--- src/rtl/sram_ctl_pkg.sv ---
package sram_ctl_pkg;

    typedef enum logic [2:0] {
        ST_RECOVER,
        ST_IDLE,
        ST_WR_SETUP,
        ST_WR_PULSE,
        ST_WR_HOLD,
        ST_RD_ACCESS
    } ctl_state_e;

    // Round a nanosecond minimum up to whole clock cycles, never below one.
    function automatic int ns_to_cycles(input int ns, input int clk_ns);
        int c;
        c = (ns + clk_ns - 1) / clk_ns;
        if (c < 1) c = 1;
        return c;
    endfunction

    function automatic int max2(input int a, input int b);
        return (a > b) ? a : b;
    endfunction

endpackage

--- src/rtl/sram_ctl_timer.sv ---
module sram_ctl_timer #(
    parameter int              WIDTH   = 4,
    parameter logic [WIDTH-1:0] RST_VAL = '0
) (
    input  logic             clk,
    input  logic             rst_n,
    input  logic             load,
    input  logic [WIDTH-1:0] load_val,
    output logic             zero
);

    logic [WIDTH-1:0] cnt;

    always_ff @(posedge clk) begin
        if (!rst_n)
            cnt <= RST_VAL;
        else if (load)
            cnt <= load_val;
        else if (cnt != '0)
            cnt <= cnt - 1'b1;
    end

    assign zero = (cnt == '0);

    // an expired window stays expired until reloaded
    timer_hold_chk: assert property (@(posedge clk) disable iff (!rst_n)
        (zero && !load) |=> zero);

endmodule

--- src/rtl/sram_ctl_capture.sv ---
module sram_ctl_capture #(
    parameter int ADDR_W = 16
) (
    input  logic              clk,
    input  logic              rst_n,
    input  logic              take_req,
    input  logic [ADDR_W-1:0] req_addr,
    input  logic              req_wdata,
    input  logic              take_rd,
    input  logic              mem_dout,
    output logic [ADDR_W-1:0] addr_q,
    output logic              wdata_q,
    output logic              rd_q
);

    always_ff @(posedge clk) begin
        if (!rst_n) begin
            addr_q  <= '0;
            wdata_q <= 1'b0;
        end else if (take_req) begin
            addr_q  <= req_addr;
            wdata_q <= req_wdata;
        end
    end

    always_ff @(posedge clk) begin
        if (!rst_n)
            rd_q <= 1'b0;
        else if (take_rd)
            rd_q <= mem_dout;
    end

endmodule

--- src/rtl/sram_ctl.sv ---
module sram_ctl
    import sram_ctl_pkg::*;
#(
    parameter int ADDR_W       = 16,
    parameter int CLK_NS       = 10,
    parameter int T_RC_NS      = 12,
    parameter int T_WC_NS      = 12,
    parameter int T_WP_NS      = 10,
    parameter int T_DS_NS      = 7,
    parameter int T_AA_NS      = 12,
    parameter int T_RECOVER_NS = T_RC_NS
) (
    input  logic              clk,
    input  logic              rst_n,
    input  logic              retention_exit,
    input  logic              req_valid,
    output logic              req_ready,
    input  logic              req_write,
    input  logic [ADDR_W-1:0] req_addr,
    input  logic              req_wdata,
    output logic              ack,
    output logic              rd_data,
    output logic [ADDR_W-1:0] mem_addr,
    output logic              mem_ce_n,
    output logic              mem_we_n,
    output logic              mem_din,
    input  logic              mem_dout
);

    localparam int RC_CYC    = ns_to_cycles(T_RC_NS, CLK_NS);
    localparam int WC_CYC    = ns_to_cycles(T_WC_NS, CLK_NS);
    localparam int WP_CYC    = ns_to_cycles(T_WP_NS, CLK_NS);
    localparam int DS_CYC    = ns_to_cycles(T_DS_NS, CLK_NS);
    localparam int AA_CYC    = ns_to_cycles(T_AA_NS, CLK_NS);
    localparam int REC_CYC   = ns_to_cycles(T_RECOVER_NS, CLK_NS);
    localparam int PULSE_CYC = max2(WP_CYC, DS_CYC);
    localparam int CNT_MAX   = max2(max2(max2(RC_CYC, WC_CYC), max2(PULSE_CYC, AA_CYC)), REC_CYC);
    localparam int TW        = $clog2(CNT_MAX + 1);

    ctl_state_e state, nxt;

    logic          accept;
    logic          phase_load, phase_zero;
    logic [TW-1:0] phase_val;
    logic          cyc_zero;
    logic [TW-1:0] cyc_val;
    logic          rd_take;
    logic          ce_n_q, we_n_q, ack_q;

    assign req_ready = (state == ST_IDLE) && cyc_zero && !retention_exit;
    assign accept    = req_valid && req_ready;
    assign cyc_val   = req_write ? TW'(WC_CYC - 1) : TW'(RC_CYC - 1);
    assign rd_take   = (state == ST_RD_ACCESS) && phase_zero;

    // Per-state duration timer (also covers the recovery wait).
    sram_ctl_timer #(.WIDTH(TW), .RST_VAL(TW'(REC_CYC - 1))) u_phase (
        .clk      (clk),
        .rst_n    (rst_n),
        .load     (phase_load),
        .load_val (phase_val),
        .zero     (phase_zero)
    );

    // Access-start to next-access-start window.
    sram_ctl_timer #(.WIDTH(TW), .RST_VAL('0)) u_cycle (
        .clk      (clk),
        .rst_n    (rst_n),
        .load     (accept),
        .load_val (cyc_val),
        .zero     (cyc_zero)
    );

    sram_ctl_capture #(.ADDR_W(ADDR_W)) u_capture (
        .clk       (clk),
        .rst_n     (rst_n),
        .take_req  (accept),
        .req_addr  (req_addr),
        .req_wdata (req_wdata),
        .take_rd   (rd_take),
        .mem_dout  (mem_dout),
        .addr_q    (mem_addr),
        .wdata_q   (mem_din),
        .rd_q      (rd_data)
    );

    // State register
    always_ff @(posedge clk) begin
        if (!rst_n)
            state <= ST_RECOVER;
        else
            state <= nxt;
    end

    // Next state and phase timer loads
    always_comb begin
        nxt        = state;
        phase_load = 1'b0;
        phase_val  = '0;
        unique case (state)
            ST_RECOVER: begin
                if (retention_exit) begin
                    phase_load = 1'b1;
                    phase_val  = TW'(REC_CYC - 1);
                end else if (phase_zero) begin
                    nxt = ST_IDLE;
                end
            end
            ST_IDLE: begin
                if (retention_exit) begin
                    nxt        = ST_RECOVER;
                    phase_load = 1'b1;
                    phase_val  = TW'(REC_CYC - 1);
                end else if (accept) begin
                    if (req_write) begin
                        nxt = ST_WR_SETUP;
                    end else begin
                        nxt        = ST_RD_ACCESS;
                        phase_load = 1'b1;
                        phase_val  = TW'(AA_CYC - 1);
                    end
                end
            end
            ST_WR_SETUP: begin
                nxt        = ST_WR_PULSE;
                phase_load = 1'b1;
                phase_val  = TW'(PULSE_CYC - 1);
            end
            ST_WR_PULSE: begin
                if (phase_zero) nxt = ST_WR_HOLD;
            end
            ST_WR_HOLD: begin
                nxt = ST_IDLE;
            end
            ST_RD_ACCESS: begin
                if (phase_zero) nxt = ST_IDLE;
            end
            default: nxt = ST_IDLE;
        endcase
    end

    // Registered strobes and acknowledge, decoded from the next state
    always_ff @(posedge clk) begin
        if (!rst_n) begin
            ce_n_q <= 1'b1;
            we_n_q <= 1'b1;
            ack_q  <= 1'b0;
        end else begin
            ce_n_q <= !((nxt == ST_WR_PULSE) || (nxt == ST_RD_ACCESS));
            we_n_q <= !(nxt == ST_WR_PULSE);
            ack_q  <= (state == ST_WR_HOLD) || rd_take;
        end
    end

    assign mem_ce_n = ce_n_q;
    assign mem_we_n = we_n_q;
    assign ack      = ack_q;

    // Write strobe low-run counter, used only by the width check
    logic [TW-1:0] we_low_run;
    always_ff @(posedge clk) begin
        if (!rst_n)
            we_low_run <= '0;
        else if (!mem_we_n)
            we_low_run <= we_low_run + 1'b1;
        else
            we_low_run <= '0;
    end


    idle_standby_chk: assert property (@(posedge clk) disable iff (!rst_n)
        (state == ST_IDLE || state == ST_RECOVER) |-> (mem_ce_n && mem_we_n));


    we_in_ce_chk: assert property (@(posedge clk) disable iff (!rst_n)
        !mem_we_n |-> !mem_ce_n);


    addr_under_ce_chk: assert property (@(posedge clk) disable iff (!rst_n)
        (!mem_ce_n && !$past(mem_ce_n)) |-> $stable(mem_addr));


    din_under_we_chk: assert property (@(posedge clk) disable iff (!rst_n)
        !mem_we_n |=> ($stable(mem_din) && $stable(mem_addr)));


    we_width_chk: assert property (@(posedge clk) disable iff (!rst_n)
        $rose(mem_we_n) |-> (we_low_run == TW'(PULSE_CYC)));


    wr_setup_chk: assert property (@(posedge clk) disable iff (!rst_n)
        (accept && req_write) |=> (mem_ce_n && mem_we_n && mem_addr == $past(req_addr)));


    rd_start_chk: assert property (@(posedge clk) disable iff (!rst_n)
        (accept && !req_write) |=> (!mem_ce_n && mem_we_n));


    ack_pulse_chk: assert property (@(posedge clk) disable iff (!rst_n)
        ack |=> !ack);

endmodule

--- config.mk ---
export PLATFORM = sky130hd
export DESIGN_NAME = sram_ctl
export DESIGN_NICKNAME = d
export VERILOG_FILES = /design/src/rtl/sram_ctl_pkg.sv /design/src/rtl/sram_ctl_timer.sv /design/src/rtl/sram_ctl_capture.sv /design/src/rtl/sram_ctl.sv
export SDC_FILE = /design/constraint.sdc
export NUM_CORES = 1
export LEC_CHECK = 0
export ABC_AREA = 0
export CORE_ASPECT_RATIO = 0.7
export CORE_UTILIZATION = 40
export DETAILED_ROUTE_END_ITERATION = 10
export DONT_BUFFER_PORTS = 1
export SYNTH_ARGS = -nofsm -noshare
export SYNTH_HDL_FRONTEND = slang
export SYNTH_HIERARCHICAL = 1
export SYNTH_SLANG_ARGS = --single-unit
--- constraint.sdc ---
create_clock -name clk -period 2.43 [get_ports clk]
set_clock_uncertainty 0.2 [all_clocks]
set_input_delay 0.1215 -clock clk [delete_from_list [all_inputs] [get_ports clk]]
set_output_delay 0.1215 -clock clk [all_outputs]
set_load 0.05 [all_outputs]
==> results of run 1 <==
-- cells in the mapped netlist, drive strengths merged --
cell type  instances  area share, %
o2bb2ai            1           0.67
conb               2           0.57
nor2b             20            9.6
o31ai              1           0.96
a221oi             1           0.67
ha                 2            1.9
a21oi              1           0.67
xor2               2            1.3
mux2i             18             14
nand4              2           0.96
o211ai             2            1.1
dfxtp             28             43
o41ai              1            1.2
a2bb2oi            1           0.67
or2b               1           0.57
nor4b              1            1.8
nand2b             4            2.5
nand2              7            2.2
or2                1           0.48
nor2               4            1.1
clkbuf             1           0.29
o22ai              1           0.48
a21boi             1           0.57
nand3b             1           0.57
and4b              1           0.76
nand4b             1           0.67
and2b              2            1.1
and2               1           0.57
o21ai              3            1.1
inv                7            2.0
buf                4            3.8
nand3              5            2.3
-- cell families after synthesis --
kind of cell             Yosys count  share of synthesized area [%]
AO/OA/AOI/OAI                     13                           8.22
XOR/XNOR                           2                           1.34
adder cells (fa/ha/maj)            2                           1.91
buffers and inverters             12                           6.12
flip-flops                        28                           42.8
multiplexers                      18                           13.8
other                              2                          0.574
AND/OR/NAND/NOR                   51                           25.2
-- sequential cells by signal, indices dropped and copies added, names as in the netlist --
signal and count:
ack 1, state 3, mem_ce_n 1, u_phase/cnt 2
u_capture/wdata_q 1, mem_we_n 1, u_capture/addr_q 16, u_capture/rd_q 1
u_cycle/cnt 2
-- worst max-delay path, cell delays in order, from the launching register on --
cell and delay (ns):
dfxtp_1 0.36, inv_1 0.05, ha_1 0.29, nand2_1 0.14, nand3b_1 0.13, o211ai_1 0.14
nand4_1 0.10, dlygate4sd3_1 0.60
-- report_power, final --
| part | leakage, nW | total, mW | internal (mW) | switching (mW) |
|---|---|---|---|---|
| logic | 0.294 | 0.186 | 0.0952 | 0.0907 |
| clock network | 0.0357 | 0.369 | 0.221 | 0.148 |
| registers | 0.227 | 0.514 | 0.482 | 0.0318 |
-- final timing paths --
kind / startpoint / endpoint / slack, ns / depth (start not counted)
setup / recovery: u_phase/cnt[0] / mem_ce_n / 0.31 / 7
hold / removal: retention_exit / state[0] / 0.04 / 3
setup reg to reg: u_phase/cnt[0] / mem_ce_n / 0.31 / 7
hold reg to reg: u_cycle/cnt[0] / u_cycle/cnt[0] / 0.38 / 2
-- through the flow --
step	cells	cell area, sq um	utilization (%)
after floorplan	129	1310	-
after global placement	160	1300	44.3
after detailed placement	160	1300	44.3
after CTS	188	1620	54.9
after global routing	188	1620	54.9
final	188	1620	54.9
-- what timing repair did --
action / CTS / global route
setup endpoints to repair: 0 / 0
hold endpoints to repair: 28 / 0
setup buffers: 0 / 0
hold buffers: 24 / 0
-- area by class of cell --
cell class                      instances  area (sq um)  area share, %
Tap cell                               36          45.0           2.79
Inverter                                7          26.3           1.63
Multi-Input combinational cell         89           672           41.6
Clock inverter                          1          30.0           1.86
Clock buffer                            3          41.3           2.56
Timing Repair Buffer                   24           240           14.9
Sequential cell                        28           561           34.7
-- metal layers --
metal	share of wire, %	routed length, microns	vias up
li1	-	-	479
met1	42	1100	463
met2	50	1310	38
met3	7.3	191	5
met4	1.1	28	0
met5	0	0	-
==> results.yml, run 1 <==
status:
  status: "complete, no violations"
sta:
  setup_viol: 0
  rsz0062_at_grt: "no"
  whs_ns: 0.0359
  setup_tns_ns: 0
  tightestPinTransition_ns: 0.795
  final.min_clock_period_ns: 2.12
  hold_viol_final: 0
  timing.final.ws_setup_ns: 0.311
  max_freq_mhz: 472
  fin_crit_sh_pct: 87.2
  relSlewSlack_pct: 46.8
  slew_violations: 0
hold_path:
  holdCritPathClass: "in2reg"
global_routing:
  grt_pass1_vias: 949
  grt_first_pass_wirelength_microns: 4550
  overflow: 0
  grt_use_total_pct: 16.9
  top_usage_layer: "met2"
  use_met3_pct: 5.11
  use_met2_pct: 28.4
  use_met1_pct: 20.6
  antenna_found_initial: 0
  grt_max_degree: 27
finish:
  final_cell_mix: "28 x dfxtp_1, 24 x dlygate4sd3_1, 20 x nor2b_1, 18 x mux2i_1"
  final_common_cell: "dfxtp_1"
  num_antenna_cells: 0
  drive_gt1_share_pct: 9.21
  n_fill_cell: 248
  nNetsFinal: 178
  area_growth_pct: 23.4
synth:
  synth_cells: 128
  yosysUniqueCellTypes: 39
  synth_warnings: 6
  seq_area_frac_synth_pct: 42.8
  ys_ff_latch: 28
  syn-cell-area_sq_mm: 0.00131
  avgSynthCellArea_sq_um: 10.2
floorplanning:
  ios: 45
  fp-row-count: 16
  dieArea_sq_mm: 0.00351
  start_util_pct: 44.5
  core_area_sq_mm: 0.00294
  die_y_microns: 49.9
  die_w_microns: 70.4
routing:
  wl_per_cell_microns: 14.0
  via_count: 985
  wl_microns: 2630
  via_per_inst: 5.24
  drtIter0Drc: 34
  drc: 0
  firstDrtPassIters: 4
  ant_nets: 0
pwr:
  ir_drop_mv: 0.401
  power.density_mw_per_mm2: 661
  power_mw: 1.07
  leakage_nw: 0.556
clocking:
  post_cts_resized: 0
  tritoncts: "built"
  clock_latency_ns: 0.28
  cts.clk_slew.worst_paths_ns: 0.10
  cts_root_buffer: "clkbuf_8"
  clk_path_buf_depth: 2
  htree_levels: 1
  clock_sinks: 28
  cts-buffers-inserted: 3
run:
  cap_violations: 0
placement:
  io_buffers: 0
  gp_congestion: 0.777
  dpl_worst_slack_ns: 0.383
  post-dp-hpwl_microns: 1710
worst_setup_path:
  start_kind: "flip-flop"
  cp_max_fo: 8
  end_kind: "flip-flop"
  arrival_ns: 2.09
  cp.required_ns: 2.40
  worstSetupPathType: "reg2reg"
(Power assumes the default switching activity.)
==> inputs of run 2 (changes only) <==
--- a/config.mk
+++ b/config.mk
@@ -7,9 +7,10 @@
 export LEC_CHECK = 0
 export ABC_AREA = 0
 export CORE_ASPECT_RATIO = 0.7
-export CORE_UTILIZATION = 40
+export CORE_UTILIZATION = 60
 export DETAILED_ROUTE_END_ITERATION = 10
 export DONT_BUFFER_PORTS = 1
+export PLACE_DENSITY = 0.76
 export SYNTH_ARGS = -nofsm -noshare
 export SYNTH_HDL_FRONTEND = slang
 export SYNTH_HIERARCHICAL = 1
==> constraint.sdc (replaced) <==
create_clock -name clk -period 2.3 [get_ports clk]
set_clock_uncertainty 0.2 [all_clocks]
set_input_delay 0.115 -clock clk [delete_from_list [all_inputs] [get_ports clk]]
set_output_delay 0.115 -clock clk [all_outputs]
set_load 0.05 [all_outputs]
==> run 2 against run 1 <==
The run now ends with design-rule violations left. Sequential cell count is the same. First-iteration DRC count grew 2.9%. Wire length is essentially flat. Final cell count shrank 8.5%. Largest cell class unchanged. Largest power group unchanged.
==> results.yml, run 2 (same netlist as run 1, synthesis figures left out) <==
status:
  status: "finished with violations"
  violations: "design-rule violations"
routing:
  drtIter0Drc: 35
  via_count: 957
  via_per_inst: 5.56
  ant_nets: 0
  drc: 4
  wl_microns: 2630
  firstDrtPassIters: 7
  wl_per_cell_microns: 15.3
sta:
  fin_crit_sh_pct: 93.4
  tightestPinTransition_ns: 0.819
  timing.final.ws_setup_ns: 0.151
  setup_viol: 0
  relSlewSlack_pct: 45.2
  max_freq_mhz: 465
  final.min_clock_period_ns: 2.15
  hold_viol_final: 0
  rsz0062_at_grt: "no"
  slew_violations: 0
  setup_tns_ns: 0
finish:
  top_register: "u_capture/addr_q"
  area_growth_pct: 17.6
  n_fill_cell: 141
  nNetsFinal: 177
  num_antenna_cells: 0
  reg_top3: "u_capture/addr_q (16), state (3)"
  final_area_sq_mm: 0.00154
  largest_reg_flops: 16
  final_common_cell: "dfxtp_1"
  drive_gt1_share_pct: 8.67
  final_cell_mix: "28 x dfxtp_1, 23 x dlygate4sd3_1, 20 x nor2b_1, 18 x mux2i_1"
worst_setup_path:
  arrival_ns: 2.20
  cp.required_ns: 2.35
  start_kind: "flip-flop"
  worstSetupPathType: "reg2reg"
  cp_max_fo: 8
  end_kind: "flip-flop"
hold_path:
  holdCritPathClass: "in2reg"
placement:
  gp_congestion: 0.819
  io_buffers: 0
  post-dp-hpwl_microns: 1610
  place_area_sq_mm: 0.00129
  dpl_worst_slack_ns: 0.266
clocking:
  tritoncts: "built"
  htree_levels: 1
  post_cts_resized: 0
  clock_latency_ns: 0.31
  cts.clk_slew.worst_paths_ns: 0.13
  clk_path_buf_depth: 2
  cts-buffers-inserted: 3
  cts_root_buffer: "clkbuf_4"
  cts_hold_buf: 23
  clock_sinks: 28
  cts_post_setup_buffers_inserted: 0
floorplanning:
  start_util_pct: 67.1
  dieArea_sq_mm: 0.00237
  fp-row-count: 13
  die_y_microns: 41.1
  core_area_sq_mm: 0.00195
  die_w_microns: 57.8
  ios: 45
pwr:
  power_mw: 0.931
  leakage_nw: 0.531
  ir_drop_mv: 0.501
  power.density_mw_per_mm2: 605
global_routing:
  antenna_found_initial: 0
  grt_max_degree: 27
  grt_first_pass_wirelength_microns: 4040
  overflow: 0
  grt_use_total_pct: 23.8
  grt_pass1_vias: 855
run:
  cap_violations: 0
-- run 2: final timing paths --
kind | from | end | slack [ns] | cells after the start
worst max-delay path | u_phase/cnt[0] | mem_ce_n | 0.15 | 7
worst max register to register | u_phase/cnt[0] | mem_ce_n | 0.15 | 7
worst min register to register | u_cycle/cnt[0] | u_cycle/cnt[0] | 0.40 | 2
worst min-delay path | retention_exit | u_phase/cnt[0] | 0.03 | 4
-- run 2: layout make-up --
cell class / instances / area [sq um] / share of cell area [%]
clock buffer: 3 / 22.5 / 1.46
inverter: 7 / 26.3 / 1.71
multi-input combinational: 89 / 672 / 43.7
sequential: 28 / 561 / 36.4
tap: 22 / 27.5 / 1.79
timing repair buffer: 23 / 230 / 15.0
-- run 2: per-layer routing --
metal | wire, microns | track usage, %
met1 | 1180 | 30.3
met4 | 21 | 7.14
met3 | 180 | 7.26
met2 | 1250 | 39.7
met5 | 0 | 0
-- run 2: critical path: stages (launching register included) --
cell	delay, ns
dfxtp_1	0.35
inv_1	0.06
ha_1	0.29
nand2_1	0.14
o2bb2ai_1	0.22
nand4_1	0.12
dlygate4sd3_1	0.59
nand4_1	0.11
-- run 2: metrics by stage --
stage | utilization [%] | instances | hold slack (ns)
finish | 78.8 | 172 | 0.0276
global route | 78.8 | 172 | 0.103
CTS | 78.8 | 172 | 0.00876
detailed placement | 65.9 | 146 | 0.0165
global placement | 65.9 | 146 | 0.00574
floorplan | - | 129 | -0.0111
-- run 2: power by group --
group          switching [mW]  internal [mW]
combinational          0.0977          0.103
clock                   0.126         0.0613
sequential             0.0334          0.509
total                   0.257          0.674
